$ cat config.mk
export PLATFORM = sky130hd
export DESIGN_NAME = irq_vector_ctrl
export DESIGN_NICKNAME = d
export VERILOG_FILES = /design/src/rtl/irq_vector_pkg.sv /design/src/rtl/irq_vector_control.sv /design/src/rtl/irq_vector_datapath.sv /design/src/rtl/irq_vector_ctrl.sv
export SDC_FILE = /design/constraint.sdc
export NUM_CORES = 1
export LEC_CHECK = 0
export ABC_AREA = 1
export BUFFER_PORTS_ARGS = -buffer_cell sky130_fd_sc_hd__buf_4
export CAP_MARGIN = 20
export CORE_MARGIN = 5
export CORE_UTILIZATION = 50
export CTS_BUF_LIST = sky130_fd_sc_hd__clkbuf_4
export DETAILED_ROUTE_END_ITERATION = 12
export PLACE_DENSITY = 0.84
export SETUP_SLACK_MARGIN = 0.15
export SYNTH_ARGS = -nofsm -noshare
export SYNTH_HDL_FRONTEND = slang
export SYNTH_SLANG_ARGS = --single-unit
$ cat constraint.sdc
create_clock -name clk -period 1.4 [get_ports clk]
set_input_delay 0.28 -clock clk [delete_from_list [all_inputs] [get_ports clk]]
set_output_delay 0.28 -clock clk [all_outputs]
set_load 0.01 [all_outputs]
$ cat src/rtl/irq_vector_pkg.sv
package irq_vector_pkg;
  localparam int IDX_MAXW = 8;

  typedef struct packed {
    logic                take;
    logic [IDX_MAXW-1:0] selIdx;
  } irqCtrl_t;
endpackage

$ cat src/rtl/irq_vector_control.sv
module irq_vector_control
  import irq_vector_pkg::*;
#(
  parameter int NUM_SRC = 5
) (
  input  logic               clk,
  input  logic               rstN,
  input  logic [NUM_SRC-1:0] flagQ,
  input  logic [NUM_SRC-1:0] enQ,
  input  logic               gieQ,
  input  logic               stackFull,
  output irqCtrl_t           ctl
);
  logic [NUM_SRC-1:0] pending;
  logic [NUM_SRC-1:0] grant;

  assign pending = flagQ & enQ;

  // Fixed priority: the loop runs downward, so the lowest index is written last and wins.
  always_comb begin
    ctl.selIdx = '0;
    grant      = '0;
    for (int i = NUM_SRC - 1; i >= 0; i--) begin
      if (pending[i]) begin
        ctl.selIdx = IDX_MAXW'(i);
        grant      = NUM_SRC'(1) << i;
      end
    end
    ctl.take = gieQ && !stackFull && (|pending);
  end

  AST_GRANT_SINGLE: assert property (@(posedge clk) disable iff (!rstN)
    $onehot0(grant));

  AST_GRANT_IS_PENDING: assert property (@(posedge clk) disable iff (!rstN)
    ((grant & ~pending) == '0));

  AST_NO_TAKE_WHEN_FULL: assert property (@(posedge clk) disable iff (!rstN)
    stackFull |-> !ctl.take);
endmodule

$ cat src/rtl/irq_vector_datapath.sv
module irq_vector_datapath
  import irq_vector_pkg::*;
#(
  parameter int NUM_SRC    = 5,
  parameter int VEC_W      = 8,
  parameter int VEC_BASE   = 4,
  parameter int VEC_STRIDE = 4
) (
  input  logic               clk,
  input  logic               rstN,
  input  logic [NUM_SRC-1:0] srcEvent,
  input  logic               stackFull,
  input  logic               regWr,
  input  logic [1:0]         regAddr,
  input  logic [NUM_SRC-1:0] regData,
  input  irqCtrl_t           ctl,
  output logic [NUM_SRC-1:0] flagQ,
  output logic [NUM_SRC-1:0] enQ,
  output logic               gieQ,
  output logic               callStrobe,
  output logic [VEC_W-1:0]   callVector
);
  localparam logic [1:0] ADDR_SET = 2'd0;
  localparam logic [1:0] ADDR_CLR = 2'd1;
  localparam logic [1:0] ADDR_EN  = 2'd2;
  localparam logic [1:0] ADDR_GIE = 2'd3;

  logic [NUM_SRC-1:0] swSet, swClr, svcClr, flagNext;
  logic               gieWr, enWr;
  logic [VEC_W-1:0]   vecNext;

  assign swSet  = (regWr && regAddr == ADDR_SET) ? regData : '0;
  assign swClr  = (regWr && regAddr == ADDR_CLR) ? regData : '0;
  assign enWr   = regWr && regAddr == ADDR_EN;
  assign gieWr  = regWr && regAddr == ADDR_GIE;
  assign svcClr = ctl.take ? (NUM_SRC'(1) << ctl.selIdx) : '0;
  assign vecNext = VEC_W'(VEC_BASE) + VEC_W'(ctl.selIdx) * VEC_W'(VEC_STRIDE);

  // An event or a software set always wins over any clear in the same cycle.
  for (genvar i = 0; i < NUM_SRC; i++) begin : gFlag
    assign flagNext[i] = (flagQ[i] & ~svcClr[i] & ~swClr[i]) | swSet[i] | srcEvent[i];
  end

  always_ff @(posedge clk) begin
    if (!rstN) begin
      flagQ      <= '0;
      enQ        <= '0;
      gieQ       <= 1'b0;
      callStrobe <= 1'b0;
      callVector <= '0;
    end else begin
      flagQ      <= flagNext;
      callStrobe <= ctl.take;
      if (enWr)          enQ  <= regData;
      if (gieWr)         gieQ <= regData[0];
      else if (ctl.take) gieQ <= 1'b0;
      if (ctl.take)      callVector <= vecNext;
    end
  end

  AST_STROBE_SINGLE: assert property (@(posedge clk) disable iff (!rstN)
    callStrobe |=> !callStrobe);

  AST_SERVICE_DROPS_GIE: assert property (@(posedge clk) disable iff (!rstN)
    (callStrobe && !$past(gieWr)) |-> !gieQ);

  AST_CALL_NEEDS_GIE: assert property (@(posedge clk) disable iff (!rstN)
    callStrobe |-> $past(gieQ));

  AST_CALL_NEEDS_PENDING: assert property (@(posedge clk) disable iff (!rstN)
    callStrobe |-> ($past(flagQ & enQ) != '0));

  AST_FULL_BLOCKS_CALL: assert property (@(posedge clk) disable iff (!rstN)
    $past(stackFull) |-> !callStrobe);

  AST_EVENT_STICKS: assert property (@(posedge clk) disable iff (!rstN)
    $past(srcEvent[0]) |-> flagQ[0]);
endmodule

$ cat src/rtl/irq_vector_ctrl.sv
module irq_vector_ctrl
  import irq_vector_pkg::*;
#(
  parameter int NUM_SRC    = 5,
  parameter int VEC_W      = 8,
  parameter int VEC_BASE   = 4,
  parameter int VEC_STRIDE = 4
) (
  input  logic               clk,
  input  logic               rstN,
  input  logic [NUM_SRC-1:0] srcEvent,
  input  logic               stackFull,
  input  logic               regWr,
  input  logic [1:0]         regAddr,
  input  logic [NUM_SRC-1:0] regData,
  output logic               callStrobe,
  output logic [VEC_W-1:0]   callVector,
  output logic [NUM_SRC-1:0] flagState,
  output logic [NUM_SRC-1:0] enState,
  output logic               gieState
);
  irqCtrl_t ctl;

  irq_vector_control #(.NUM_SRC(NUM_SRC)) uCtrl (
    .clk       (clk),
    .rstN      (rstN),
    .flagQ     (flagState),
    .enQ       (enState),
    .gieQ      (gieState),
    .stackFull (stackFull),
    .ctl       (ctl)
  );

  irq_vector_datapath #(
    .NUM_SRC    (NUM_SRC),
    .VEC_W      (VEC_W),
    .VEC_BASE   (VEC_BASE),
    .VEC_STRIDE (VEC_STRIDE)
  ) uData (
    .clk        (clk),
    .rstN       (rstN),
    .srcEvent   (srcEvent),
    .stackFull  (stackFull),
    .regWr      (regWr),
    .regAddr    (regAddr),
    .regData    (regData),
    .ctl        (ctl),
    .flagQ      (flagState),
    .enQ        (enState),
    .gieQ       (gieState),
    .callStrobe (callStrobe),
    .callVector (callVector)
  );
endmodule

==> out/results.tsv, run 1 <==
stage	metric	value	unit
run_status	status	finished, final reports clean	
hold_path	min-delay src	regData[4]	
synthesis	top-count cell post-synth	inv_1	
place	gpl congestion	0.825	
cts	CTS Buf Count	3	
cells_and_area	NumNets Final	195	
cells_and_area	Syn-to-layout area delta	57.7	%
floorplanning	I/O pin total	36	
cts	Post-CTS Hold Buffers	0	
synthesis	Synth Cell Area	928	um2
detailed_routing	Vias	1027	
floorplanning	FP Rows	15	
synthesis	Synth Area in Compound Gates	0.171	
job	max_cap viols	0	
detailed_routing	vias per inst	5.16	
worst_setup_path	Req. time, crit path	1640	ps
floorplanning	Starting Density	0.532	
synthesis	FF+latch count, synth	16	
synthesis	register area share after synthesis	0.345	
global_route	vias in the first global route	991	
cells_and_area	Fillers	105	
synthesis	combinational family with the most area after synthesis	simple AND/OR/NAND/NOR gates	
sta	post-layout min period	1400	ps
synthesis	adder-cell share of the synthesized area	0.0404	
sta	RSZ-0062 raised after global routing	true	
worst_setup_path	worst path cell trace	nand2_4 -> a21oi_2 -> inv_2 -> buf_6 -> nor2_4 -> ha_4 -> nand2_2 -> nand2_2 -> nor2_2	
hold_path	Hold Crit Endpoint	uData.enQ[4]	
worst_setup_path	Startpoint Class	register	
detailed_routing	Remaining DRCs	0	
cells_and_area	share of cells above drive strength 1	0.563	
worst_setup_path	endpoint class of the critical path	register	
cts	TritonCTS clock tree	done	
place	pre-CTS setup slack	66.3	ps
floorplanning	die area	2820	um2
floorplanning	Core Region	1750	um2
place	port bufs	31	
global_route	total grt overflow	0	
worst_setup_path	flop-to-flop setup slack	1	ps
worst_setup_path	RR Startpoint	uData.flagQ[3]	
sta	final worst-path cycle share	0.999	
global_route	first-pass GRT wire length	4100	um
cts	maximum level of the CTS H-tree	1	
power_and_ir_drop	VDD IR max	0.538	mV
detailed_routing	Initial DRT Pass Iterations	4	
sta	setup ws final	1.02	ps
synthesis	top cell type's share of synthesized area	0.345	
synthesis	synth cell count leaders	27 x inv_1, 16 x dfxtp_1, 12 x nand2_1	
sta	Final Slew Violations	0	
global_route	initial antenna violation count	0	
worst_setup_path	Worst path max stage delay	390	ps
worst_setup_path	CP Class	register to register	
worst_setup_path	reg2reg path depth	9	
place	DP Wirelength	1730	um
sta	Setup Skew	2.27	ps
worst_setup_path	Data arrival, critical path	1640	ps
synthesis	Cells after Synth	127	
power_and_ir_drop	Pwr Density	719	nW/um2
synthesis	simple-gate area share of the yosys netlist	0.282	
cts	CTS Root Cell	clkbuf_4	
power_and_ir_drop	LEAKAGE	0.749	nW
floorplanning	Die Span X	53.1	um
cts	Clk Latency, worst-skew pair	300	ps
synthesis	Synth cell types	23	
hold_path	hold depth	3	
global_route	pin count of the biggest net entering global routing	12	
detailed_routing	Post-DRT Antenna Nets	0	
detailed_routing	Wirelength per Cell	16.0	um
worst_setup_path	Crit path top cell by count	nand2_2	
sta	fmax	715	MHz
synthesis	Yosys warning count	0	
sta	Final Setup Violations	0	
synthesis	ranking of synthesized cells by area	dfxtp_1 35%, inv_1 11%, a21oi_1 5.9%, nand2_2 5.4%, o21ai_0 4.9%	
synthesis	Post-Synth XOR/XNOR Area	0	
synthesis	mux contribution to synthesized area	0	
detailed_routing	Total Wirelength	3190	um
cells_and_area	Final Cell Area	1460	um2
place	placed inst area	1180	um2
detailed_routing	1st-iter DRT viols	36	
worst_setup_path	crit-path max FO	2	
cts	Clock Path Buffers	2	
cts	clock slew at the register clock pins of the worst setup and hold paths	100	ps
worst_setup_path	R2R Path End	uData.callVector[4]	
synthesis	Synth Flop Type	dfxtp_1	
sta	Hold Vio Cnt, Final	0	
synthesis	Synth async-reset ratio	0	
worst_setup_path	critical path's top delay family	simple AND/OR/NAND/NOR gates	
floorplanning	DIE HEIGHT	53.1	um
synthesis	Mean Syn Cell Area	7.31	um2
hold_path	Min-Delay Path Class	input pin to register	
synthesis	number of synthesized flops with an enable pin	0	
worst_setup_path	crit path buf inv count	2	
worst_setup_path	critical path's slowest cell	dfxtp_4	
cts	clk sinks	16	
global_route	total track usage	0.203	
synthesis	cell taking the most area after synthesis	dfxtp_1	
cells_and_area	ant diodes	0	
-- layout by cell type (no fill, tap or decap), drive strengths merged --
cell	synthesis	routed
nand3	9	9
o21ai	10	10
a21boi	1	1
buf	5	46
dfxtp	16	16
a21oi	12	12
o21bai	5	5
ha	3	3
inv	29	29
nor2	13	13
clkbuf	0	3
nand2	23	23
conb	1	4
-- routing by layer --
metal | vias to the layer above | wire length [um] | track usage
li1 | 479 | - | -
met1 | 463 | 1100 | 0.198
met2 | 64 | 1670 | 0.384
met3 | 21 | 247 | 0.0620
met4 | 0 | 177 | 0.0936
met5 | - | 0 | 0
-- state kept, by name (all words and copies together), names as in the netlist --
signal / count
uData.callStrobe: 1
uData.callVector: 4
uData.enQ: 5
uData.flagQ: 5
uData.gieQ: 1
-- worst min-delay path, delay by kind of cell --
family                 cells  cell delay (ps)
AOI/OAI and AO/OA          2              170
buffers and inverters      1               80
-- how the worst max path moves through the flow --
| stage | from | to | slack (ps) | depth (start not counted) |
|---|---|---|---|---|
| 4_1_cts | uData.flagQ[3] | uData.flagQ[2] | 110 | 9 |
| 6_report | uData.flagQ[3] | uData.callVector[4] | 1 | 9 |
| 2_1_floorplan | uData.enQ[0] | uData.callVector[4] | 140 | 10 |
| 3_3_place_gp | uData.enQ[0] | uData.callVector[4] | 130 | 10 |
| 3_5_place_dp | uData.enQ[3] | uData.flagQ[2] | 70 | 9 |
| 5_1_grt | uData.flagQ[3] | uData.callVector[4] | -60 | 9 |
-- power breakdown --
| group | switching, mW | leakage, nW | internal, mW |
|---|---|---|---|
| Sequential | 0.0233 | 0.134 | 0.478 |
| Clock | 0.171 | 0.0138 | 0.100 |
| Combinational | 0.149 | 0.601 | 0.132 |
-- what timing repair did --
| item | 4_1_cts | 5_1_grt |
|---|---|---|
| endpoints found under the hold margin | 0 | 0 |
| setup buffers | 14 | 1 |
| pin swaps | 9 | 15 |
| resized for setup | 13 | 27 |
| setup endpoints to repair | 5 | 5 |
-- per-stage QoR --
step	cells	TNS [ps]	power [mW]	hold WS, ps	util
floorplan	130	0	0.622	447	-
global route	199	-102	1.09	284	0.839
CTS	198	0	0.978	284	0.768
finish	199	0	1.05	262	0.839
global placement	181	0	0.698	422	0.674
detailed placement	181	0	0.705	425	0.674
-- kinds of logic after synthesis --
kind of cell / Yosys count
AO/OA/AOI/OAI: 28
other: 1
flip-flops: 16
adder cells (fa/ha/maj): 3
buffers and inverters: 34
AND/OR/NAND/NOR: 45
-- area by class of cell --
class                           count  area (um2)  share of cell area
Sequential cell                    16         335               0.229
Clock buffer                        3        22.5              0.0154
Multi-Input combinational cell     80         609               0.416
Inverter                           29         116              0.0795
Timing Repair Buffer               46         349               0.238
Tap cell                           25        31.3              0.0214
Note: power is estimated with default switching activity, not from simulation.
==> run 2, diff against run 1 <==
- REMOVE_ABC_BUFFERS: not set -> 1
==> run 2 against run 1 <==
First-iteration DRC count decreased by 25%. Routed wire length decreased by 14%. Critical path depth unchanged. Sequential cell count unchanged. Sequential share of layout area increased by 1.8 points. Count of clock-buffer cells in the layout unchanged. Clock skew increased by 3.6 ps. Largest cell class unchanged. Largest power group unchanged.
==> out/results.tsv, run 2 (same netlist as run 1, synthesis figures left out) <==
stage	metric	value	unit
cts	Clock Path Buffers	2	
cts	Post-CTS Hold Buffers	0	
cts	Clk Latency, worst-skew pair	300	ps
worst_setup_path	Req. time, crit path	1640	ps
detailed_routing	Post-DRT Antenna Nets	0	
floorplanning	FP Rows	15	
job	max_cap viols	0	
cts	maximum level of the CTS H-tree	1	
global_route	total grt overflow	0	
worst_setup_path	Crit path top cell by count	nand2_2	
place	port bufs	31	
cts	CTS Buf Count	3	
worst_setup_path	crit-path max FO	3	
worst_setup_path	CP Class	register to register	
cells_and_area	commonest cells after routing, fill and taps aside	40 x buf_4, 24 x inv_1, 10 x nand2_2	
detailed_routing	1st-iter DRT viols	27	
sta	post-layout min period	1350	ps
worst_setup_path	reg2reg path depth	9	
power_and_ir_drop	Total Power	1.01	mW
worst_setup_path	RR Startpoint	uData.flagQ[3]	
sta	Final Setup Violations	0	
cells_and_area	most common cell after layout, fill and taps aside	buf_4	
worst_setup_path	worst path cell trace	nand2_2 -> a21oi_2 -> inv_1 -> buf_4 -> nor2_4 -> ha_4 -> nand2_2 -> nand2_2 -> nor2_2	
cells_and_area	ant diodes	0	
place	gpl congestion	0.867	
hold_path	Min-Delay Path Class	input pin to register	
worst_setup_path	Data arrival, critical path	1590	ps
cts	clock slew at the register clock pins of the worst setup and hold paths	110	ps
sta	Final Slew Violations	0	
sta	Setup TNS Final	0	ps
worst_setup_path	critical path's slowest cell	dfxtp_2	
power_and_ir_drop	LEAKAGE	0.693	nW
cells_and_area	Syn-to-layout area delta	46.1	%
floorplanning	Core Region	1750	um2
hold_path	Hold Crit Endpoint	uData.flagQ[2]	
floorplanning	Starting Density	0.532	
place	DP Wirelength	1800	um
hold_path	hold depth	4	
global_route	initial antenna violation count	0	
power_and_ir_drop	VDD IR max	0.534	mV
cts	clk sinks	16	
detailed_routing	Total Wirelength	2760	um
cts	TritonCTS clock tree	done	
worst_setup_path	endpoint class of the critical path	register	
detailed_routing	Remaining DRCs	0	
global_route	total track usage	0.187	
sta	RSZ-0062 raised after global routing	true	
worst_setup_path	Startpoint Class	register	
sta	fmax	739	MHz
sta	worst hold slack	275	ps
worst_setup_path	Worst path max stage delay	370	ps
power_and_ir_drop	Pwr Density	744	nW/um2
detailed_routing	Initial DRT Pass Iterations	4	
worst_setup_path	flop-to-flop setup slack	50	ps
sta	Setup Skew	5.91	ps
cells_and_area	share of cells above drive strength 1	0.506	
floorplanning	die area	2820	um2
hold_path	min-delay src	regData[2]	
run_status	status	finished, final reports clean	
cells_and_area	NumNets Final	190	
detailed_routing	Vias	969	
detailed_routing	vias per inst	4.97	
sta	Hold Vio Cnt, Final	0	
detailed_routing	Wirelength per Cell	14.1	um
global_route	first-pass GRT wire length	3760	um
global_route	vias in the first global route	887	
cells_and_area	post-route insts no fill	195	
floorplanning	I/O pin total	36	
cts	CTS Root Cell	clkbuf_4	
sta	final worst-path cycle share	0.966	
floorplanning	Die Span X	53.1	um
global_route	pin count of the biggest net entering global routing	12	
cells_and_area	biggest regs	uData.enQ x5, uData.flagQ x5, uData.callVector x4	
place	placed cell count	181	
worst_setup_path	R2R Path End	uData.callVector[4]	
floorplanning	DIE HEIGHT	53.1	um
run 2: changes by cell type in the layout (fill, tap and decap cells not counted), sizes merged:
cell	before	now
clkinv	0	1
buf	46	41
run 2: what timing repair did:
| action | CTS | global route |
|---|---|---|
| hold endpoints to repair | 0 | 0 |
| buffers inserted | 5 | 5 |
| setup endpoints to repair | 5 | 7 |
| pin swaps | 10 | 17 |
| gates resized for setup | 15 | 13 |
run 2: where the power goes:
group	internal [mW]	switching, mW
Sequential	0.478	0.0217
Combinational	0.113	0.128
Clock	0.104	0.166
Total	0.694	0.315
run 2: worst max path at each step:
stage / start / end / slack [ps] / depth (start not counted)
floorplan: uData.flagQ[3] / uData.callVector[4] / 110 / 10
global placement: uData.enQ[3] / uData.flagQ[2] / 80 / 9
detailed placement: uData.enQ[3] / uData.flagQ[2] / 20 / 9
CTS: uData.enQ[3] / uData.callVector[4] / 100 / 10
global route: uData.flagQ[3] / uData.callVector[4] / -30 / 9
finish: uData.flagQ[3] / uData.callVector[4] / 50 / 9
run 2: area by class of cell:
| type | count | area, um2 |
|---|---|---|
| clock buffers | 3 | 22.5 |
| clock inverters | 1 | 3.75 |
| fillers | 138 | 389 |
| inverters | 29 | 111 |
| multi-input cells | 80 | 541 |
| flip-flops and latches | 16 | 335 |
| well taps | 25 | 31.3 |
| repair buffers | 41 | 312 |
run 2: metal layers:
layer  share of wire  global-route usage  vias to the layer above
li1                -                   -                      468
met1            0.37               0.204                      445
met2            0.53               0.347                       48
met3           0.079              0.0423                        8
met4           0.021              0.0638                        0
met5               0                   0                        -
run 2: worst max-delay path: cells and delay by family, from the launching register on:
family          cells  cell delay (ps)
buf+inv             2              200
flops               1              370
compound gates      1              110
fa+ha+maj           1              210
simple gates        5              400
run 2: stage by stage:
step	setup slack, ps	instance area, um2	utilization
after global routing	-26.5	1360	0.777
final	47.5	1360	0.777
after CTS	95.5	1260	0.724
after global placement	78.2	1170	0.670
after detailed placement	23.7	1170	0.670
after floorplan	107	905	-
==> run 3, diff against run 2 <==
- ABC_AREA: 1 -> not set
- CORE_UTILIZATION: 50 -> 48
- PLACE_DENSITY: 0.84 -> 0.82
==> run 3 against run 2 <==
The run now ends with negative setup slack left. Sequential cell count stayed put. Design area is 3.2% lower. Utilization is 0.86 points lower. Critical endpoint is now uData.flagQ[1].
==> out/results.tsv, run 3 <==
stage	metric	value	unit
run_status	status	complete, but fails checks	
run_status	failing checks	negative setup slack	
synthesis	Yosys warning count	0	
detailed_routing	Vias	831	
sta	Final Setup Violations	4	
synthesis	register area share after synthesis	0.378	
cts	TritonCTS clock tree	done	
sta	fmax	702	MHz
floorplanning	DIE HEIGHT	52.0	um
cts	clk sinks	16	
floorplanning	Core Region	1710	um2
synthesis	Synth Flop Type	dfxtp_1	
worst_setup_path	crit path buf inv count	1	
power_and_ir_drop	VDD IR max	0.648	mV
cts	maximum level of the CTS H-tree	1	
synthesis	Synth async-reset ratio	0	
synthesis	Synth cell types	32	
floorplanning	die area	2710	um2
worst_setup_path	critical path's top delay family	compound AO/OA/AOI/OAI gates	
global_route	initial antenna violation count	0	
synthesis	FF+latch count, synth	16	
cts	Clock Path Buffers	2	
detailed_routing	Initial DRT Pass Iterations	3	
worst_setup_path	crit-path max FO	4	
cells_and_area	biggest regs	uData.enQ x5, uData.flagQ x5, uData.callVector x4	
detailed_routing	Post-DRT Antenna Nets	0	
power_and_ir_drop	LEAKAGE	0.689	nW
detailed_routing	1st-iter DRT viols	3	
sta	RSZ-0062 raised after global routing	true	
floorplanning	I/O pin total	36	
cts	CTS Buf Count	3	
synthesis	synth cell count leaders	16 x dfxtp_1, 8 x nand2_1, 8 x nor2b_1	
worst_setup_path	Startpoint Class	register	
detailed_routing	Total Wirelength	2320	um
detailed_routing	vias per inst	5.10	
cells_and_area	most common cell after layout, fill and taps aside	buf_4	
synthesis	ranking of synthesized cells by area	dfxtp_1 38%, nor2b_1 5.9%, a22oi_4 5.0%, mux2i_1 4.7%, ha_1 4.4%	
sta	worst hold slack	231	ps
sta	Final Slew Violations	0	
place	pre-CTS setup slack	-77.4	ps
worst_setup_path	worst path cell trace	a22oi_4 -> buf_4 -> nand2b_4 -> ha_2 -> a221oi_2 -> o21a_1	
cells_and_area	Final Cell Area	1310	um2
place	gpl congestion	0.791	
detailed_routing	Remaining DRCs	0	
sta	setup ws final	-24.7	ps
global_route	vias in the first global route	859	
cts	clock slew at the register clock pins of the worst setup and hold paths	100	ps
synthesis	Synth Cell Area	847	um2
sta	final worst-path cycle share	1.02	
cts	Clk Latency, worst-skew pair	300	ps
global_route	pin count of the biggest net entering global routing	17	
cells_and_area	share of cells above drive strength 1	0.507	
sta	Setup TNS Final	-46.0	ps
cells_and_area	NumNets Final	158	
place	port bufs	31	
worst_setup_path	endpoint class of the critical path	register	
worst_setup_path	critical path's slowest cell	dfxtp_4	
worst_setup_path	Data arrival, critical path	1670	ps
worst_setup_path	CP Class	register to register	
synthesis	number of synthesized flops with an enable pin	0	
sta	Setup Skew	6.23	ps
synthesis	Cells after Synth	89	
synthesis	Mean Syn Cell Area	9.52	um2
sta	Hold Vio Cnt, Final	0	
floorplanning	Die Span X	52.0	um
cts	CTS Root Cell	clkbuf_4	
floorplanning	Starting Density	0.496	
detailed_routing	Wirelength per Cell	14.3	um
global_route	total track usage	0.178	
global_route	first-pass GRT wire length	3610	um
synthesis	cell taking the most area after synthesis	dfxtp_1	
floorplanning	FP Rows	15	
synthesis	top cell type's share of synthesized area	0.378	
worst_setup_path	Worst path max stage delay	370	ps
cells_and_area	Syn-to-layout area delta	54.9	%
global_route	total grt overflow	0	
worst_setup_path	Req. time, crit path	1650	ps
cells_and_area	ant diodes	0	
cells_and_area	commonest cells after routing, fill and taps aside	42 x buf_4, 10 x dfxtp_1, 7 x nand2_1, 7 x nor2b_1, 6 x inv_1	
place	placed inst area	1170	um2
power_and_ir_drop	Pwr Density	723	nW/um2
hold_path	Min-Delay Path Class	input pin to register	
synthesis	top-count cell post-synth	dfxtp_1	
sta	post-layout min period	1420	ps
job	max_cap viols	0	
place	DP Wirelength	1640	um
[run 3: worst min-delay path, delay by kind of cell]
family,cells,cell delay [ps]
simple gates,1,100
buf+inv,1,80
compound gates,1,30
[run 3: layout make-up]
| class | instances | area [um2] |
|---|---|---|
| Fill cell | 123 | 395 |
| Timing Repair Buffer | 47 | 372 |
| Tap cell | 25 | 31.3 |
| Multi-Input combinational cell | 65 | 523 |
| Inverter | 6 | 22.5 |
| Sequential cell | 16 | 338 |
| Clock inverter | 1 | 3.75 |
| Clock buffer | 3 | 22.5 |
[run 3: path summary, 6_finish.rpt]
path	slack, ps	start	to	depth (start not counted)
max	-20	uData.flagQ[0]	uData.flagQ[1]	6
min	230	srcEvent[0]	uData.flagQ[0]	3
max reg2reg	-20	uData.flagQ[0]	uData.flagQ[1]	6
min reg2reg	440	uData.callVector[5]	uData.callVector[5]	2
[run 3: cells by family after synthesis]
kind of cell	share of synthesized area
other	0.00443
buffers and inverters	0.0665
flip-flops	0.378
adder cells (fa/ha/maj)	0.0443
AO/OA/AOI/OAI	0.266
AND/OR/NAND/NOR	0.194
multiplexers	0.0473
[run 3: repair_timing]
action | CTS | global route
resized for setup | 20 | 5
pin swaps | 12 | 4
setup endpoints to repair | 7 | 10
hold buffers | 0 | 0
setup buffers | 3 | 2
[run 3: stage by stage]
stage	util	std cells	total power [mW]
floorplan	-	87	0.573
global placement	0.686	154	0.676
detailed placement	0.686	154	0.680
CTS	0.747	161	0.938
global route	0.768	163	1.00
finish	0.768	163	0.949
[run 3: power by group]
group / internal (mW) / leakage, nW / total, mW / switching [mW]
clock network: 0.104 / 0.0154 / 0.261 / 0.157
logic: 0.111 / 0.539 / 0.195 / 0.0840
registers: 0.470 / 0.134 / 0.493 / 0.0230
total: 0.685 / 0.689 / 0.949 / 0.264
[run 3: routing by layer]
layer	wire length, um	vias up	track usage	part of all wire
met5	0	-	0	0
met4	48	0	0.0873	0.021
met3	131	4	0.0487	0.056
met2	1210	25	0.291	0.52
met1	936	392	0.212	0.40
li1	-	410	-	-
